**src/rtl/stair_pkg.sv**
```systemverilog
package stair_pkg;

  typedef logic signed [2:0] level_t;

  // Control-to-datapath strobes
  typedef struct packed {
    logic   blank;  // force every gate off this cycle
    level_t level;  // level commanded by the current step
  } strobe_t;

  // Level of each of the eight steps in one output period
  function automatic level_t stepLevel(input logic [2:0] idx);
    level_t lvl;
    case (idx)
      3'd1, 3'd3: lvl = 3'sd1;
      3'd2:       lvl = 3'sd2;
      3'd5, 3'd7: lvl = -3'sd1;
      3'd6:       lvl = -3'sd2;
      default:    lvl = 3'sd0;
    endcase
    return lvl;
  endfunction

  // Switch word per level: bridge A in bits 3:0, bridge B in bits 7:4
  function automatic logic [7:0] gateWord(input level_t lvl);
    logic [7:0] w;
    case (lvl)
      3'b001:  w = 8'h09;
      3'b010:  w = 8'h99;
      3'b111:  w = 8'h06;
      3'b110:  w = 8'h66;
      default: w = 8'h00;
    endcase
    return w;
  endfunction

endpackage

```
**src/rtl/stair_ctrl.sv**
```systemverilog
module stair_ctrl
  import stair_pkg::*;
#(
  parameter int STEP_CYCLES = 125000,
  parameter int DEAD_CYCLES = 4
) (
  input  logic    clk,
  input  logic    rst,
  input  logic    enable,
  input  logic    shutdown,
  output strobe_t strobe
);

  localparam int CNT_W = (STEP_CYCLES > 2) ? $clog2(STEP_CYCLES) : 1;
  localparam logic [CNT_W-1:0] LAST_TICK = CNT_W'(STEP_CYCLES - 1);

  logic             active;
  logic [CNT_W-1:0] tickCnt;
  logic [2:0]       stepIdx;
  logic             inDead;

  assign active = enable && !shutdown;

  always_ff @(posedge clk) begin
    if (rst || !active) begin
      tickCnt <= '0;
      stepIdx <= 3'd0;
    end else if (tickCnt == LAST_TICK) begin
      tickCnt <= '0;
      stepIdx <= stepIdx + 3'd1;
    end else begin
      tickCnt <= tickCnt + 1'b1;
    end
  end

  generate
    if (DEAD_CYCLES == 0) begin : g_noDead
      assign inDead = 1'b0;
    end else begin : g_dead
      localparam logic [CNT_W-1:0] DEAD_END = CNT_W'(DEAD_CYCLES);
      assign inDead = (tickCnt < DEAD_END);
    end
  endgenerate

  always_comb begin
    strobe.blank = !active || inDead;
    strobe.level = active ? stepLevel(stepIdx) : 3'sd0;
  end

  // the in-step counter never passes the last tick of a step
  assert_tick_bound_R5: assert property (@(posedge clk) disable iff (rst)
    tickCnt <= LAST_TICK);

  // any idle cycle rewinds the staircase to the first step
  assert_idle_rewind_R8: assert property (@(posedge clk) disable iff (rst)
    !active |=> (stepIdx == 3'd0 && tickCnt == '0));

endmodule

```
**src/rtl/stair_dp.sv**
```systemverilog
module stair_dp
  import stair_pkg::*;
(
  input  logic       clk,
  input  logic       rst,
  input  strobe_t    strobe,
  output logic [7:0] gatesQ,
  output level_t     levelQ
);

  always_ff @(posedge clk) begin
    if (rst) begin
      gatesQ <= 8'h00;
      levelQ <= 3'sd0;
    end else begin
      levelQ <= strobe.level;
      gatesQ <= strobe.blank ? 8'h00 : gateWord(strobe.level);
    end
  end

  // no leg of either bridge ever has both devices on
  assert_no_shoot_R7: assert property (@(posedge clk) disable iff (rst)
    !(gatesQ[0] && gatesQ[2]) && !(gatesQ[1] && gatesQ[3]) &&
    !(gatesQ[4] && gatesQ[6]) && !(gatesQ[5] && gatesQ[7]));

  // two different conducting words are always separated by all-off
  assert_blank_between_R11: assert property (@(posedge clk) disable iff (rst)
    (gatesQ != 8'h00 && $past(gatesQ) != 8'h00) |-> gatesQ == $past(gatesQ));

  // the level code stays within the five legal values
  assert_level_range_R3: assert property (@(posedge clk) disable iff (rst)
    (levelQ >= -3'sd2) && (levelQ <= 3'sd2));

  // a positive level never closes a negative-polarity device
  assert_polarity_R2: assert property (@(posedge clk) disable iff (rst)
    (levelQ > 3'sd0) |-> ((gatesQ & 8'h66) == 8'h00));

endmodule

```
**src/rtl/stair_gate_seq.sv**
```systemverilog
module stair_gate_seq
  import stair_pkg::*;
#(
  parameter int STEP_CYCLES = 125000,
  parameter int DEAD_CYCLES = 4
) (
  input  logic              clk,
  input  logic              rst,
  input  logic              enable,
  input  logic              shutdown,
  output logic [7:0]        gatesOut,
  output logic signed [2:0] levelOut
);

  strobe_t strobe;
  level_t  levelQ;

  stair_ctrl #(
    .STEP_CYCLES(STEP_CYCLES),
    .DEAD_CYCLES(DEAD_CYCLES)
  ) u_ctrl (
    .clk     (clk),
    .rst     (rst),
    .enable  (enable),
    .shutdown(shutdown),
    .strobe  (strobe)
  );

  stair_dp u_dp (
    .clk   (clk),
    .rst   (rst),
    .strobe(strobe),
    .gatesQ(gatesOut),
    .levelQ(levelQ)
  );

  assign levelOut = levelQ;

  // a shutdown sample clears every output on the next edge
  assert_shutdown_off_R8: assert property (@(posedge clk) disable iff (rst)
    shutdown |=> (gatesOut == 8'h00 && levelOut == 3'sd0));

  // a disabled sample clears every output on the next edge
  assert_disable_off_R9: assert property (@(posedge clk) disable iff (rst)
    !enable |=> (gatesOut == 8'h00 && levelOut == 3'sd0));

endmodule

```
**config.mk**
```make
export PLATFORM = sky130hd
export DESIGN_NAME = stair_gate_seq
export DESIGN_NICKNAME = d
export VERILOG_FILES = /design/src/rtl/stair_pkg.sv /design/src/rtl/stair_ctrl.sv /design/src/rtl/stair_dp.sv /design/src/rtl/stair_gate_seq.sv
export SDC_FILE = /design/constraint.sdc
export NUM_CORES = 1
export LEC_CHECK = 0
export ABC_CLOCK_PERIOD_IN_PS = 3550
export BUFFER_PORTS_ARGS = -buffer_cell sky130_fd_sc_hd__clkbuf_2
export CORE_MARGIN = 2
export CORE_UTILIZATION = 40
export DETAILED_ROUTE_END_ITERATION = 7
export PLACE_DENSITY_LB_ADDON = 0.1
export SYNTH_ARGS = -nofsm -noshare
export SYNTH_HDL_FRONTEND = slang
export SYNTH_SLANG_ARGS = --single-unit
```
**constraint.sdc**
```tcl
create_clock -name clk -period 3.55 [get_ports clk]
set_input_delay 0.1775 -clock clk [delete_from_list [all_inputs] [get_ports clk]]
set_output_delay 0.1775 -clock clk [all_outputs]
set_load 0.005 [all_outputs]
```
# --- Word level (Yosys, flattened, before mapping) ---
# Cells that the tools add are included.
totals:
  word_cells: 30
  reg_bits: 31
  n_memories: 0
  in_bits: 4
  latchBits: 0
  rom_bits: 0
  output_inout_bits: 11
  ram_bits: 0
classes:
  div_mod_pow: 0
  multipliers: 0
  magnitude_cmp: 1
  n_eq_ne: 11
  n_mux: 3
  add_sub_neg: 2
  reduce_logical: 9
  bitwise_logic: 0
  n_shift: 0
op_table:
  columns: ["cell", "count"]
  rows:
  - ["$pmux 8 s4", 1]
  - ["$add 17x1->17 const B", 1]
  - ["$eq 17x17->1 const B", 1]
  - ["$lt 17x3->1 const B", 1]
  - ["$eq 3x3->1 const B", 5]
  - ["$pmux 3 s4", 1]
  - ["$eq 3x2->1 const B", 3]
  - ["$reduce_or 2->1", 4]
  - ["$eq 3x1->1 const B", 2]
  - ["$add 3x1->3 const B", 1]
  - ["$mux 3", 1]
  - ["$logic_not 1->1", 2]
  - ["$logic_or 1x1->1", 2]
  - ["$logic_and 1x1->1", 1]

# --- Longest topological paths before layout ---
# Gate-level depths: netlist (run 1).
logic_depth:
  ltp_word: 6
  depth_mapped: 7
  mapped_depth_nobuf: 6

# --- Hierarchy ---
# A second synthesis (run 1) with hierarchy kept.
unflattened:
  hier_cells: 139
  area_unflattened_um2: 1376.3
by_module_without_submodules:
  columns: ["mod", "cells_each", "instances", "area_each_um2"]
  rows:
  - ["stair_ctrl", 119, 1, 1129.8]
  - ["stair_dp", 20, 1, 246.5]

# --- Worst setup path before layout (run 1) ---
# No wires, ideal clock.
synth_timing:
  kind: "reg-to-reg"
  startpoint: "reg u_ctrl.tickCnt[12]"
  endpoint: "reg u_ctrl.tickCnt[10]"
  required_time_ns: 3.435
  t_arrival_ns: 1.718
  path_stages_with_launch: 7
  path_slack_ns: 1.717
  period_less_slack_ns: 1.833
  setup_ns: 0.115
  cell_sequence: "dfxtp_1 -> or4_1 -> nor4_4 -> or2_1 -> buf_6 -> buf_6 -> nor2_1"
synth_via:
  elab_chain_len: 2
synth_lines:
  columns: ["element", "line", "source"]
  rows:
  - ["start: declaration", "stair_ctrl.sv:18", "logic [CNT_W-1:0] tickCnt;"]
  - ["start signal: assignment", "stair_ctrl.sv:32", "tickCnt <= tickCnt + 1'b1;"]
  - ["$eq 17x17->1", "stair_ctrl.sv:28", "end else if (tickCnt == LAST_TICK) begin"]
  - ["$reduce_or 2->1 (no source line)", null, null]
# No other way between the ends.
# A chain may end at the register's enable or synchronous reset.

# --- Worst setup path after layout (run 1) ---
layout_timing:
  startpoint: "reg u_ctrl.tickCnt[12]"
  endpoint: "reg u_ctrl.tickCnt[6]"
# The elaborated chain is that of the path after synthesis.

==> results of run 1 <==
## worst paths after layout
| kind | endpoint | start | cells after the start | slack, ns |
|---|---|---|---|---|
| setup / recovery | u_ctrl.tickCnt[6]$_SDFF_PP0_ | u_ctrl.tickCnt[12]$_SDFF_PP0_ | 4 | 1.37 |
| hold / removal | u_dp.gatesQ[3]$_SDFF_PP0_ | shutdown | 4 | 0.16 |
| setup reg to reg | u_ctrl.tickCnt[6]$_SDFF_PP0_ | u_ctrl.tickCnt[12]$_SDFF_PP0_ | 4 | 1.37 |
| hold reg to reg | u_ctrl.tickCnt[0]$_SDFF_PP0_ | u_ctrl.tickCnt[0]$_SDFF_PP0_ | 1 | 0.48 |
## report_power, final
part,internal (mW),switching (mW)
clock network,0.0422,0.0852
logic,0.00338,0.00465
registers,0.304,0.000578
total,0.349,0.0904
## stage by stage
step / total power, mW / worst slack [ns] / util (%) / cell area (um2) / hold slack [ns]
final: 0.440 / 1.37 / 44.2 / 1330 / 0.160
after detailed placement: 0.318 / 1.38 / 43.0 / 1290 / 0.355
after CTS: 0.450 / 1.35 / 44.2 / 1330 / 0.139
after global routing: 0.465 / 1.20 / 44.2 / 1330 / 0.154
after floorplan: 0.317 / 1.72 / - / 1240 / 0.250
after global placement: 0.318 / 1.42 / 43.0 / 1290 / 0.350
## final cells by class
cell class / instances / area, um2
clock buffer: 3 / 22.5
multi-input combinational: 96 / 616
inverter: 6 / 22.5
sequential: 27 / 541
fill: 306 / 1680
clock inverter: 1 / 5.00
timing repair buffer: 15 / 80.1
tap: 33 / 41.3
## cells in the mapped netlist (2+ instances only)
library cell	n
or4_1	4
nand2_1	6
nor2b_1	3
nor2_1	27
nand3_1	7
xnor2_1	14
nand4_1	6
buf_4	4
dfxtp_1	27
buf_6	2
mux2i_1	2
clkbuf_1	2
inv_1	6
ha_1	6
a21oi_1	2
xor2_1	2
nor4_1	4
nor3_1	5
## worst max-delay path: stages, from the launching register on
cell     delay [ns]
dfxtp_1        0.38
or4_1          0.61
nor4_4         0.41
or2_1          0.55
nor2_1         0.10
## routing by layer
layer / share of wire, % / vias up / track usage [%]
li1: - / 478 / -
met2: 47 / 13 / 21.4
met3: 2.6 / 2 / 3.25
met5: 0 / - / 0
met1: 49 / 405 / 17.2
met4: 1.2 / 0 / 8.57
## placed cells by master (no fill, tap or decap), types with 2 or more instances in the layout
master	instances
a21oi_1	2
clkbuf_2	14
clkbuf_4	3
dfxtp_1	27
ha_1	6
inv_1	6
mux2i_1	2
nand2_1	6
nand3_1	7
nand4_1	6
nor2_1	27
nor2b_1	3
nor3_1	5
nor4_1	4
or4_1	4
xnor2_1	14
xor2_1	2
## sequential cells by signal, indices dropped and copies added (netlist names)
signal / cells
u_dp.levelQ: 3
u_ctrl.tickCnt: 17
u_dp.gatesQ: 4
u_ctrl.stepIdx: 3
## cells by family after synthesis
family                     after synthesis  synth area share, %
AOI/OAI and AO/OA                        3                 1.21
and+or+nand+nor                         68                 28.6
DFF                                     27                 43.6
muxes                                    3                 2.53
buffers and inverters                   14                 6.67
xor gates and xnor gates                16                 11.3
adders and majority gates                6                 6.06
==> results.json, run 1 <==
{
  "status": "complete, no violations",
  "finClkSkew_ns": 0.00658,
  "timing.final.crit_share_pct": 61.3,
  "synth_cell_types": 26,
  "arrival_ns": 2.38,
  "place_hpwl_mm": 1.53,
  "syn_inst": 137,
  "clk_path_buf_depth": 2,
  "via_per_inst": 4.96,
  "wl_per_cell_um": 11.3,
  "htreeDepth": 1,
  "path_max_fanout": 17,
  "worst_slew_pin_slew_ns": 0.608,
  "rows": 20,
  "drt_iter0_drc": 17,
  "pin_count": 15,
  "fin_nets": 159,
  "fp.dieH_um": 59.7,
  "ant_nets": 0,
  "peakVddDrop_mv": 0.126,
  "grt_setup_unrepaired": "no",
  "grt_max_degree": 18,
  "insertion_delay_ns": 0.32,
  "yosysWarnings": 0,
  "cts_setup_buffers": 0,
  "async_reset_ff_share_pct": 0,
  "clock_sinks": 27,
  "core_area_mm2": 0.00300,
  "drv_cap": 0,
  "drc_errors": 0,
  "finalHoldViolCount": 0,
  "synth.area.top_cells": "dfxtp_1 44%, xnor2_1 9.9%, nor2_1 8.2%",
  "syn_area_mm2": 0.00124,
  "areaGrowthSynthToFinish_pct": 7.17,
  "yosys_most_used_dff": "dfxtp_1",
  "critPathKind": "reg2reg",
  "slew_headroom_pct": 59.5,
  "power.density_mw_per_mm2": 331,
  "fin_crit_ns": 2.18,
  "cts_buffers": 3,
  "grt_pass1_wl_mm": 3.65,
  "grt_usage_pct": 13.8,
  "vias": 898,
  "antenna_found_initial": 0,
  "fin_cells": 181,
  "dieArea_mm2": 0.00356,
  "p_leak_nw": 0.453,
  "synth_seq_area_share_pct": 43.6,
  "detail_route.wirelength_mm": 2.05,
  "finalMaxSlewViolations": 0,
  "fp.dieW_um": 59.7,
  "post_cts_resized": 0,
  "syn_nets": 147,
  "drive_gt1_share_pct": 14.2,
  "synth.largest_area_cell": "dfxtp_1",
  "gp_congestion": 0.825,
  "tritoncts": "done",
  "setup_viol": 0,
  "firstDrtPassIters": 4,
  "fmax_mhz": 459,
  "synth_edf_count": 0,
  "port_buffers": 14,
  "cp-end-kind": "flop",
  "avgSynthCellArea_um2": 9.04,
  "cts_root_buffer": "clkbuf_4",
  "hold_path.class": "in2reg",
  "overflow": 0,
  "start_kind": "flop",
  "dp.cells": 176,
  "required_ns": 3.75,
  "cts_hold_buf": 1,
  "synth_top_area_share_pct": 43.6,
  "ys_seq_elements": 27,
  "fin_tns_setup_ns": 0,
  "path_clk_slew_ns": 0.14,
  "grt_pass1_vias": 854,
  "n_antenna_cell": 0,
  "start_util_pct": 41.3
}
(Power assumes the default switching activity.)
==> inputs of run 2 (changes only) <==
ABC_CLOCK_PERIOD_IN_PS = 2150   (was 3550)
clock period = 2.15 ns   (was 3.55 ns; I/O delays follow)
==> results.json, run 2 (synthesized netlist as in run 1, its figures left out) <==
{
  "path_clk_slew_ns": 0.14,
  "holdCritStartpoint": "shutdown",
  "htreeDepth": 1,
  "r2r-start": "u_ctrl.tickCnt[12]$_SDFF_PP0_",
  "tritoncts": "done",
  "hold-path-endpoint": "u_dp.levelQ[1]$_SDFF_PP0_",
  "clock_sinks": 27,
  "gp_congestion": 0.764,
  "cp-end-kind": "flop",
  "firstDrtPassIters": 4,
  "dp.cells": 178,
  "rows": 20,
  "path_max_fanout": 6,
  "final_cell_area_mm2": 0.00134,
  "port_buffers": 14,
  "place_area_mm2": 0.00131,
  "setup_viol": 0,
  "peakVddDrop_mv": 0.324,
  "p_leak_nw": 0.460,
  "fp.dieW_um": 59.7,
  "ant_nets": 0,
  "drive_gt1_share_pct": 14.7,
  "critPathKind": "reg2reg",
  "p_sw_mw": 0.153,
  "vias": 913,
  "pre_cts_slack_ns": 0.358,
  "fin_nets": 161,
  "p_int_mw": 0.580,
  "grt_max_degree": 18,
  "fp.dieH_um": 59.7,
  "post_cts_resized": 0,
  "core_area_mm2": 0.00300,
  "final_util_pct": 44.7,
  "finalHoldViolCount": 0,
  "arrival_ns": 2.08,
  "wl_per_cell_um": 11.2,
  "timing.final.ws_setup_ns": 0.334,
  "areaGrowthSynthToFinish_pct": 8.28,
  "drv_cap": 0,
  "cts_root_buffer": "clkbuf_4",
  "grt_setup_unrepaired": "no",
  "cts_setup_buffers": 0,
  "insertion_delay_ns": 0.31,
  "pwr-share-comb_pct": 1.9,
  "start_util_pct": 41.3,
  "start_kind": "flop",
  "detail_route.wirelength_mm": 2.05,
  "finClkSkew_ns": 0.00100,
  "rr_endpoint": "u_ctrl.stepIdx[1]$_SDFFE_PP0P_",
  "overflow": 0,
  "finalMaxSlewViolations": 0,
  "required_ns": 2.41,
  "power.density_mw_per_mm2": 546,
  "cts_buffers": 3,
  "place_hpwl_mm": 1.55,
  "fmax_mhz": 551,
  "cts_hold_buf": 1,
  "top_regs": "u_ctrl.tickCnt (17), u_dp.gatesQ (4)",
  "grt_pass1_wl_mm": 3.71,
  "drt_iter0_drc": 21,
  "grt_pass1_vias": 833,
  "fin_crit_ns": 1.82,
  "reg2reg_slack_ns": 0.33,
  "clk_path_buf_depth": 2,
  "via_per_inst": 4.99,
  "fin_cells": 183,
  "worst_slew_pin_slew_ns": 0.398,
  "hold_depth": 4,
  "pin_count": 15,
  "timing.final.crit_share_pct": 84.5,
  "r2r_cells": 5,
  "slew_headroom_pct": 73.4,
  "power.share.clock_pct": 29.5,
  "largest_reg_flops": 17,
  "status": "complete, no violations",
  "antenna_found_initial": 0,
  "switching_share_pct": 20.8,
  "fin_tns_setup_ns": 0,
  "drc_errors": 0,
  "dieArea_mm2": 0.00356,
  "top_register": "u_ctrl.tickCnt",
  "grt_usage_pct": 13.8,
  "seqPwrFrac_pct": 68.5,
  "hold_path.class": "in2reg",
  "n_antenna_cell": 0,
  "layout_common_cells": "27 x nor2_1, 27 x dfxtp_1, 14 x xnor2_1, 14 x clkbuf_2, 7 x nand3_1"
}
## run 2: changes by cell type in the layout (fill, tap and decap cells not counted), sizes merged
cell | before | now
buf | 0 | 2
clkbuf | 17 | 18
clkinv | 1 | 0
## run 2: routing by layer
metal	part of all wire, %	routed length, um	track usage (%)	vias to the layer above
met2	44	908	21.0	19
met4	0.93	19	6.67	0
met3	3.4	69	2.60	2
met1	51	1050	18.6	410
li1	-	-	-	482
met5	0	0	0	-
## run 2: per-stage QoR
stage | hold slack [ns] | power [mW]
2_1_floorplan | 0.180 | 0.523
3_3_place_gp | 0.277 | 0.526
3_5_place_dp | 0.284 | 0.526
4_1_cts | 0.0889 | 0.748
5_1_grt | 0.116 | 0.769
6_report | 0.0973 | 0.733
## run 2: cell type report
| class | count | area (um2) |
|---|---|---|
| fillers | 302 | 1660 |
| clock buffers | 4 | 26.3 |
| inverters | 6 | 22.5 |
| multi-input cells | 96 | 616 |
| flip-flops and latches | 27 | 541 |
| well taps | 33 | 41.3 |
| repair buffers | 17 | 95.1 |
## run 2: how the worst max path moves through the flow
stage / from / end / slack, ns / cells past startpoint
CTS: u_ctrl.tickCnt[12]$_SDFF_PP0_ / u_ctrl.stepIdx[1]$_SDFFE_PP0P_ / 0.31 / 5
floorplan: u_ctrl.tickCnt[12]$_SDFF_PP0_ / u_ctrl.tickCnt[16]$_SDFF_PP0_ / 0.32 / 6
finish: u_ctrl.tickCnt[12]$_SDFF_PP0_ / u_ctrl.stepIdx[1]$_SDFFE_PP0P_ / 0.33 / 5
global placement: u_ctrl.tickCnt[12]$_SDFF_PP0_ / u_dp.gatesQ[3]$_SDFF_PP0_ / 0.38 / 4
global route: u_ctrl.tickCnt[12]$_SDFF_PP0_ / u_ctrl.stepIdx[1]$_SDFFE_PP0P_ / 0.22 / 5
detailed placement: u_ctrl.tickCnt[12]$_SDFF_PP0_ / u_dp.gatesQ[3]$_SDFF_PP0_ / 0.36 / 4
## run 2: power groups by stage
| stage | Sequential, mW | Clock (mW) | Combinational, mW |
|---|---|---|---|
| finish | 0.502 | 0.216 | 0.0142 |
| global route | 0.503 | 0.249 | 0.0165 |
| CTS | 0.502 | 0.231 | 0.0146 |
| detailed placement | 0.513 | 0 | 0.0132 |
| global placement | 0.513 | 0 | 0.0126 |
| floorplan | 0.513 | 0 | 0.0104 |
## run 2: critical path: stages (launching register included)
cell	delay, ns
dfxtp_1	0.39
or4_1	0.60
nor4_4	0.28
buf_4	0.18
mux2i_1	0.18
nor2b_1	0.14
==> inputs of run 3 (changes only) <==
ABC_CLOCK_PERIOD_IN_PS = 1550   (was 2150)
clock period = 1.55 ns   (was 2.15 ns; I/O delays follow)
==> results.json, run 3 (synthesized netlist as in run 1, its figures left out) <==
{
  "drc_errors": 0,
  "insertion_delay_ns": 0.32,
  "critPathKind": "reg2reg",
  "worst_slew_pin_slew_ns": 0.339,
  "p_int_mw": 0.805,
  "fmax_mhz": 584,
  "place_hpwl_mm": 1.82,
  "violations": "setup timing",
  "layout_common_cells": "27 x nor2_1, 26 x dfxtp_1, 21 x buf_4",
  "drt_iter0_drc": 27,
  "setup_viol": 24,
  "areaGrowthSynthToFinish_pct": 22.7,
  "place_area_mm2": 0.00147,
  "fin_cells": 203,
  "fp.dieW_um": 59.7,
  "use_met3_pct": 3.90,
  "rows": 20,
  "grt_pass1_vias": 987,
  "top_regs": "u_ctrl.tickCnt (17), u_dp.gatesQ (4)",
  "r2r_cells": 6,
  "seqPwrFrac_pct": 68.7,
  "vias": 1008,
  "holdCritStartpoint": "shutdown",
  "r2r-start": "u_ctrl.tickCnt[12]$_SDFF_PP0_",
  "n_antenna_cell": 0,
  "clock_sinks": 27,
  "finClkSkew_ns": 0.00340,
  "dieArea_mm2": 0.00356,
  "pwr-share-comb_pct": 2.5,
  "grt_max_degree": 18,
  "cts_buffers": 3,
  "fp.dieH_um": 59.7,
  "power.share.clock_pct": 28.8,
  "core_area_mm2": 0.00300,
  "required_ns": 1.77,
  "final_cell_area_mm2": 0.00152,
  "power.density_mw_per_mm2": 667,
  "status": "complete, but fails checks",
  "firstDrtPassIters": 4,
  "final_common_cell": "nor2_1",
  "finalMaxSlewViolations": 0,
  "fin_crit_ns": 1.71,
  "antenna_found_initial": 0,
  "tritoncts": "done",
  "gp_congestion": 0.863,
  "grt_usage_pct": 15.5,
  "clk_path_buf_depth": 2,
  "whs_ns": 0.0789,
  "peakVddDrop_mv": 0.392,
  "slowest_stage": "or4_4",
  "timing.final.crit_share_pct": 110,
  "p_sw_mw": 0.209,
  "grt_pass1_wl_mm": 4.26,
  "via_per_inst": 4.97,
  "cp_slowest_stage_delay_ns": 0.56,
  "cp-end-kind": "flop",
  "port_buffers": 14,
  "slew_headroom_pct": 77.2,
  "p_leak_nw": 0.571,
  "start_util_pct": 41.3,
  "arrival_ns": 1.94,
  "finalHoldViolCount": 0,
  "grt_setup_unrepaired": "yes",
  "dp.cells": 197,
  "pin_count": 15,
  "drv_cap": 0,
  "wl_per_cell_um": 11.4,
  "crit_chain": "or4_4, nor4_4, buf_4, buf_4, xnor2_1, nor2_1",
  "hold-path-endpoint": "u_dp.levelQ[1]$_SDFF_PP0_",
  "cp_common_cell": "buf_4",
  "path_clk_slew_ns": 0.14,
  "start_kind": "flop",
  "drive_gt1_share_pct": 28.2,
  "power_mw": 1.01,
  "top_register": "u_ctrl.tickCnt",
  "timing.final.ws_setup_ns": -0.162,
  "path_max_fanout": 3,
  "rr_endpoint": "u_ctrl.stepIdx[0]$_SDFFE_PP0P_",
  "busiest_layer": "met2",
  "use_met2_pct": 25.3,
  "reg2reg_slack_ns": -0.16,
  "ant_nets": 0,
  "fillers": 277,
  "met1_usage_pct": 20.4,
  "final_util_pct": 50.6,
  "hold_path.class": "in2reg",
  "detail_route.wirelength_mm": 2.31,
  "largest_reg_flops": 17,
  "fin_nets": 181,
  "cts_root_buffer": "clkbuf_4",
  "htreeDepth": 1,
  "switching_share_pct": 20.6,
  "overflow": 0,
  "hold_depth": 4
}
## run 3: worst max-delay path by stage
stage                             startpoint                             end  slack [ns]
3_3_place_gp    u_ctrl.tickCnt[7]$_SDFF_PP0_       u_dp.gatesQ[3]$_SDFF_PP0_       -0.14
4_1_cts         u_ctrl.tickCnt[7]$_SDFF_PP0_  u_ctrl.stepIdx[2]$_SDFFE_PP0P_       -0.17
6_report       u_ctrl.tickCnt[12]$_SDFF_PP0_  u_ctrl.stepIdx[0]$_SDFFE_PP0P_       -0.16
2_1_floorplan   u_ctrl.tickCnt[7]$_SDFF_PP0_   u_ctrl.tickCnt[16]$_SDFF_PP0_       -0.23
3_5_place_dp    u_ctrl.tickCnt[7]$_SDFF_PP0_       u_dp.gatesQ[3]$_SDFF_PP0_       -0.17
5_1_grt        u_ctrl.tickCnt[12]$_SDFF_PP0_  u_ctrl.stepIdx[0]$_SDFFE_PP0P_       -0.25
## run 3: repair_timing
action	in CTS	in global routing
pin swaps	2	2
setup buffers	0	1
hold endpoints to repair	1	0
hold buffers	1	0
gates resized for setup	1	1
setup endpoints to repair	24	24
## run 3: per-stage QoR
step / setup slack [ns] / setup TNS (ns)
2_1_floorplan: -0.232 / -3.73
3_3_place_gp: -0.136 / -2.27
3_5_place_dp: -0.175 / -2.63
4_1_cts: -0.174 / -3.00
5_1_grt: -0.251 / -4.63
6_report: -0.162 / -2.67
## run 3: final cells by class
type,instances,area (um2),area share [%]
Clock buffer,3,22.5,1.48
Clock inverter,1,5.00,0.329
Inverter,6,22.5,1.48
Multi-Input combinational cell,96,629,41.4
Sequential cell,27,542,35.6
Tap cell,33,41.3,2.72
Timing Repair Buffer,37,258,17.0
## run 3: power groups by stage
stage	Combinational (mW)	Clock [mW]	Sequential, mW
6_report	0.0256	0.292	0.696
5_1_grt	0.0297	0.343	0.697
4_1_cts	0.0258	0.313	0.696
3_5_place_dp	0.0237	0	0.711
3_3_place_gp	0.0234	0	0.711
2_1_floorplan	0.0144	0	0.712
## run 3: routing by layer
layer | vias to the layer above | routed length (um)
met5 | - | 0
met4 | 0 | 19
li1 | 522 | -
met2 | 18 | 1070
met1 | 466 | 1130
met3 | 2 | 80
## run 3: worst max-delay path: cells and delay by family, from the launching register on
family,cells,cell delay [ns]
simple gates,3,0.90
flops,1,0.34
buf+inv,2,0.27
xor+xnor,1,0.10
